## src/rtl/pdb_pkg.sv

```systemverilog
package pdb_pkg;

    typedef enum logic [1:0] {
        PH_WAIT = 2'd0,
        PH_INIT = 2'd1,
        PH_RUN  = 2'd2
    } pdb_phase_e;

    typedef struct packed {
        logic level;
        logic pol;
        logic evt;
    } pdb_flags_t;

    function automatic int max_of(input int a, input int b);
        return (a > b) ? a : b;
    endfunction

    function automatic logic fire_event(input logic dual, input logic act_low,
                                        input logic new_level);
        return dual | (act_low & ~new_level) | (~act_low & new_level);
    endfunction

endpackage

```

## src/rtl/pdb_sync.sv

```systemverilog
module pdb_sync #(
    parameter int STAGES = 2
) (
    input  logic clk,
    input  logic rst,
    input  logic d,
    output logic q
);
    logic [STAGES-1:0] chain;

    genvar i;
    generate
        for (i = 0; i < STAGES; i++) begin : g_stage
            if (i == 0) begin : g_first
                always_ff @(posedge clk) begin
                    if (rst) chain[0] <= 1'b0;
                    else     chain[0] <= d;
                end
            end else begin : g_next
                always_ff @(posedge clk) begin
                    if (rst) chain[i] <= 1'b0;
                    else     chain[i] <= chain[i-1];
                end
            end
        end
    endgenerate

    assign q = chain[STAGES-1];
endmodule

```

## src/rtl/pdb_init_seq.sv

```systemverilog
module pdb_init_seq #(
    parameter int STAGES = 2
) (
    input  logic clk,
    input  logic rst,
    output logic init_pulse,
    output logic run
);
    import pdb_pkg::*;

    localparam int WCNT_W = (STAGES > 1) ? $clog2(STAGES) : 1;
    localparam logic [WCNT_W-1:0] WAIT_LAST = WCNT_W'(STAGES - 1);

    pdb_phase_e        phase;
    logic [WCNT_W-1:0] wcnt;

    always_ff @(posedge clk) begin
        if (rst) begin
            phase <= PH_WAIT;
            wcnt  <= '0;
        end else begin
            case (phase)
                PH_WAIT: begin
                    if (wcnt == WAIT_LAST) phase <= PH_INIT;
                    else                   wcnt  <= wcnt + 1'b1;
                end
                PH_INIT: phase <= PH_RUN;
                default: phase <= PH_RUN;
            endcase
        end
    end

    assign init_pulse = (phase == PH_INIT);
    assign run        = (phase == PH_RUN);
endmodule

```

## src/rtl/pdb_filter.sv

```systemverilog
module pdb_filter #(
    parameter int LH_TICKS = 2,
    parameter int HL_TICKS = 2,
    parameter int CNT_W    = 2
) (
    input  logic             clk,
    input  logic             rst,
    input  logic             init_pulse,
    input  logic             run,
    input  logic             tick,
    input  logic             smp,
    input  logic             deb_en,
    input  logic             dual,
    input  logic             act_low,
    output pdb_pkg::pdb_flags_t flags,
    output logic [CNT_W-1:0] cnt
);
    import pdb_pkg::*;

    localparam logic [CNT_W-1:0] LH_RELOAD = CNT_W'(LH_TICKS);
    localparam logic [CNT_W-1:0] HL_RELOAD = CNT_W'(HL_TICKS);
    localparam logic [CNT_W-1:0] ONE       = CNT_W'(1);

    pdb_flags_t       nxt;
    logic [CNT_W-1:0] nxt_cnt;
    logic             differs;

    function automatic logic [CNT_W-1:0] away_from(input logic held);
        return held ? HL_RELOAD : LH_RELOAD;
    endfunction

    always_comb begin
        nxt     = flags;
        nxt.evt = 1'b0;
        nxt_cnt = cnt;
        differs = (smp != flags.level);
        if (init_pulse) begin
            nxt.level = smp;
            nxt.pol   = smp;
            nxt_cnt   = away_from(smp);
        end else if (run) begin
            if (deb_en) begin
                if (tick) begin
                    if (!differs) begin
                        nxt_cnt = away_from(flags.level);
                    end else if (cnt <= ONE) begin
                        nxt.level = smp;
                        nxt.pol   = ~flags.pol;
                        nxt.evt   = fire_event(dual, act_low, smp);
                        nxt_cnt   = away_from(smp);
                    end else begin
                        nxt_cnt = cnt - ONE;
                    end
                end
            end else begin
                nxt.level = smp;
                nxt_cnt   = away_from(smp);
                if (differs && dual) begin
                    nxt.pol = ~flags.pol;
                    nxt.evt = 1'b1;
                end
            end
        end
    end

    always_ff @(posedge clk) begin
        if (rst) begin
            flags <= '0;
            cnt   <= '0;
        end else begin
            flags <= nxt;
            cnt   <= nxt_cnt;
        end
    end
endmodule

```

## src/rtl/pin_debouncer.sv

```systemverilog
module pin_debouncer #(
    parameter int CHECK_MS    = 1,
    parameter int SETTLE_LH_MS = 2,
    parameter int SETTLE_HL_MS = 2,
    parameter int SYNC_STAGES = 2
) (
    input  logic clk,
    input  logic rst,
    input  logic tick,
    input  logic raw_in,
    input  logic active_low,
    input  logic dual_edge,
    input  logic debounce_en,
    output logic level,
    output logic polarity,
    output logic event_pulse
);
    import pdb_pkg::*;

    localparam int LH_TICKS = SETTLE_LH_MS / CHECK_MS;
    localparam int HL_TICKS = SETTLE_HL_MS / CHECK_MS;
    localparam int CNT_MAX  = max_of(LH_TICKS, HL_TICKS);
    localparam int CNT_W    = $clog2(CNT_MAX + 1);

    logic             smp;
    logic             init_pulse;
    logic             run;
    pdb_flags_t       flags;
    logic [CNT_W-1:0] cnt;

    pdb_sync #(.STAGES(SYNC_STAGES)) u_sync (
        .clk (clk),
        .rst (rst),
        .d   (raw_in),
        .q   (smp)
    );

    pdb_init_seq #(.STAGES(SYNC_STAGES)) u_init (
        .clk        (clk),
        .rst        (rst),
        .init_pulse (init_pulse),
        .run        (run)
    );

    pdb_filter #(
        .LH_TICKS (LH_TICKS),
        .HL_TICKS (HL_TICKS),
        .CNT_W    (CNT_W)
    ) u_filt (
        .clk        (clk),
        .rst        (rst),
        .init_pulse (init_pulse),
        .run        (run),
        .tick       (tick),
        .smp        (smp),
        .deb_en     (debounce_en),
        .dual       (dual_edge),
        .act_low    (active_low),
        .flags      (flags),
        .cnt        (cnt)
    );

    assign level       = flags.level ^ active_low;
    assign polarity    = flags.pol;
    assign event_pulse = flags.evt;
endmodule

```

## config.mk

```make
export PLATFORM = sky130hd
export DESIGN_NAME = pin_debouncer
export DESIGN_NICKNAME = d
export VERILOG_FILES = /design/src/rtl/pdb_pkg.sv /design/src/rtl/pdb_sync.sv /design/src/rtl/pdb_init_seq.sv /design/src/rtl/pdb_filter.sv /design/src/rtl/pin_debouncer.sv
export SDC_FILE = /design/constraint.sdc
export NUM_CORES = 1
export LEC_CHECK = 0
export BUFFER_PORTS_ARGS = -buffer_cell sky130_fd_sc_hd__buf_2
export CORE_AREA = 2 2 39 41
export CTS_CLUSTER_DIAMETER = 200
export DETAILED_ROUTE_END_ITERATION = 6
export DIE_AREA = 0 0 41 43
export PLACE_DENSITY = 0.64
export SLEW_MARGIN = 20
export SYNTH_ARGS = -nofsm -noshare
export SYNTH_HDL_FRONTEND = slang
export SYNTH_SLANG_ARGS = --single-unit
```

## constraint.sdc

```tcl
create_clock -name clk -period 1.7 [get_ports clk]
set_input_delay 0.085 -clock clk [delete_from_list [all_inputs] [get_ports clk]]
set_output_delay 0.085 -clock clk [all_outputs]
set_load 0.03 [all_outputs]
```

==> flow_metrics.py <==
metrics = {
    "finish": {
        "final_area_um2": 663,
        "final_common_cell": "dfxtp_1",
        "final_cell_mix": "dfxtp_1 (10), buf_2 (9), nor2_1 (5)",
        "fillerInstances": 143,
        "multi_input_area_um2": 339,
        "nets": 84,
        "areaGrowthSynthToFinish_pct": 18.6,
        "layout-drive-gt1-share_pct": 24.7,
        "n_antenna_cell": 0,
        "seq_area_um2": 200,
    },
    "global_route": {
        "grt_use_total_pct": 15.0,
        "grt_max_degree": 12,
        "grt_pass1_wl_um": 1790,
        "grt_overflow_total": 0,
        "grt_pass1_vias": 413,
        "grt_antenna_before_repair": 0,
    },
    "yosys": {
        "syn_nets": 70,
        "synth.avg_cell_area_um2": 9.32,
        "netlist_area_um2": 559,
        "ys_ff_latch": 10,
        "yosysUniqueCellTypes": 33,
        "yosysWarnings": 0,
        "synth_cells": 60,
        "synth-seq-area-share_pct": 35.8,
    },
    "worst_hold_path": {
        "worstHoldStart": "raw_in",
        "min_path_cells": 2,
        "hold_class": "primary input to flip-flop",
        "min_to": "u_sync.chain[0]",
    },
    "sta": {
        "finalSetupViolCount": 0,
        "fin_crit_sh_pct": 86.0,
        "fin_setup_tns_ns": 0,
        "rsz0062_at_grt": "false",
        "slew_headroom_pct": 74.7,
        "skew_ns": 0.00730,
        "worstMarginPinSlew_ns": 0.376,
        "fin_crit_ns": 1.46,
        "fmax_mhz": 684,
        "hold_viol_final": 0,
        "slew_violations": 0,
    },
    "routing": {
        "first_pass_iters": 4,
        "wl_um": 1120,
        "wl_per_cell_um": 12.6,
        "viasPerCell": 5.55,
        "final_antenna_net_count": 0,
        "dr_total_vias": 494,
        "initialDrtViolationCount": 8,
        "drc": 0,
    },
    "die": {
        "start_util_pct": 40.4,
        "fp.dieW_um": 41,
        "die_area_um2": 1760,
        "io_pins": 10,
        "rows": 14,
        "die_y_um": 43,
        "core_area_um2": 1380,
    },
    "setup_path": {
        "critical_path_arrival_ns": 1.61,
        "reg2regPathDepth": 5,
        "crit_required_ns": 1.85,
        "crit_slowest_cell": "dfxtp_1",
        "crit_chain": "inv_1 > ha_1 > mux2_2 > a32oi_1 > o211ai_2",
        "crit_path_end_kind": "flip-flop",
        "crit_path_max_fanout": 3,
        "path_class": "flip-flop to flip-flop",
        "regToRegSetupSlack_ns": 0.24,
        "r2r-end": "u_filt.flags[1]",
        "reg2reg_from": "u_init.phase[0]",
        "worst_path_largest_cell_delay_ns": 0.36,
        "start_kind": "flip-flop",
        "startpoint": "u_init.phase[0]",
    },
    "cts": {
        "ctsResizeCount": 0,
        "clk_pin_slew_ns": 0.07,
        "clk_latency_ns": 0.27,
        "clock-sinks": 10,
        "htreeDepth": 1,
        "postCtsSetupBuffers": 0,
        "hold_buffers": 0,
        "cts_tree": "yes",
        "clk_path_buf_depth": 2,
        "cts-root-buf": "clkbuf_4",
        "cts_made_buffers": 3,
    },
    "placement": {
        "placed_area_um2": 627,
        "place_congestion": 0.760,
        "port-buffer-count": 9,
        "hpwl_um": 816,
    },
    "status": {
        "status": "finished clean",
    },
    "flow_run": {
        "drv_cap": 0,
    },
    "power": {
        "ir_worst_vdd_uv": 562,
        "power.density_nw_per_um2": 1040,
        "leakage_nw": 0.273,
    },
}
## worst max path at each step
stage	end	cells after the start
2_1_floorplan	u_filt.flags[1]	5
3_3_place_gp	u_filt.flags[2]	5
3_5_place_dp	u_filt.flags[1]	5
4_1_cts	u_filt.flags[1]	5
5_1_grt	u_filt.flags[1]	5
6_report	u_filt.flags[1]	5
## layout make-up
class / count / area share (%)
multi-input cells: 45 / 51.1
flip-flops and latches: 10 / 30.2
repair buffers: 10 / 7.92
clock buffers: 4 / 5.47
well taps: 16 / 3.02
inverters: 4 / 2.26
## report_power, final
part | switching (W) | total, W | internal (W)
registers | 0.0000204 | 0.000278 | 0.000258
clock network | 0.0000840 | 0.000214 | 0.000130
logic | 0.000104 | 0.000199 | 0.0000952
## Yosys cell counts
cell type   n  area share [%]
xor2_1      2             3.1
o211ai_2    1             2.2
o32ai_1     1             1.6
nor3_1      1            0.89
a21boi_0    1             1.3
nand2_1     2             1.3
nor4bb_1    1             1.8
or2b_1      1             1.3
a211oi_1    1             1.3
a21oi_1     1            0.89
a221oi_2    1             2.7
ha_1        3             6.7
and4bb_2    1             2.2
inv_1       4             2.7
mux2_2      1             2.0
o31a_1      1             1.6
nor3b_1     2             2.7
dfxtp_1    10              36
nand4_1     1             1.1
a32oi_1     1             1.6
and3b_1     1             1.6
a21o_1      1             1.3
o21ai_0     1            0.89
nor2b_1     4             4.5
buf_2       1            0.89
o21a_1      1             1.3
o211ai_1    1             1.3
xnor2_1     1             1.6
nand2b_1    3             3.4
nor2_1      5             3.4
nand3b_1    2             2.7
o21ai_1     1            0.89
o21bai_1    1             1.3
## per-stage QoR
step	utilization, %	total power, W	cells	hold slack, ns	setup WS (ns)
6_report	47.9	0.000692	89	0.0359	0.238
2_1_floorplan	-	0.000425	60	0.213	0.250
5_1_grt	47.9	0.000737	89	0.0218	0.115
4_1_cts	47.9	0.000699	89	0.0284	0.228
3_5_place_dp	45.3	0.000481	85	0.307	0.248
3_3_place_gp	45.3	0.000478	85	0.301	0.275
## flip-flops by register name (all words and copies together) (netlist names)
signal,cells
u_filt.flags,3
u_init.wcnt,1
u_sync.q,1
u_init.phase,2
u_sync.chain,1
u_filt.cnt,2
## worst max-delay path: cells and delay by family (launching register included)
| kind | cells | cell delay [ns] |
|---|---|---|
| adders and majority gates | 1 | 0.31 |
| buffers and inverters | 1 | 0.08 |
| AOI/OAI and AO/OA | 2 | 0.27 |
| DFF | 1 | 0.36 |
| muxes | 1 | 0.33 |
## logic make-up after synthesis
family	synth area share (%)
AND/OR/NAND/NOR	26.8
AO/OA/AOI/OAI	20.4
flip-flops	35.8
buffers and inverters	3.58
XOR/XNOR	4.70
adder cells (fa/ha/maj)	6.71
multiplexers	2.01
## metal layers
layer	up-vias	GRT usage [%]	share of wire (%)
met5	-	0	0
li1	240	-	-
met1	236	18.2	45
met4	0	4.00	0
met2	18	22.5	48
met3	0	7.85	6.7
Power figures use the tool's default switching activity.
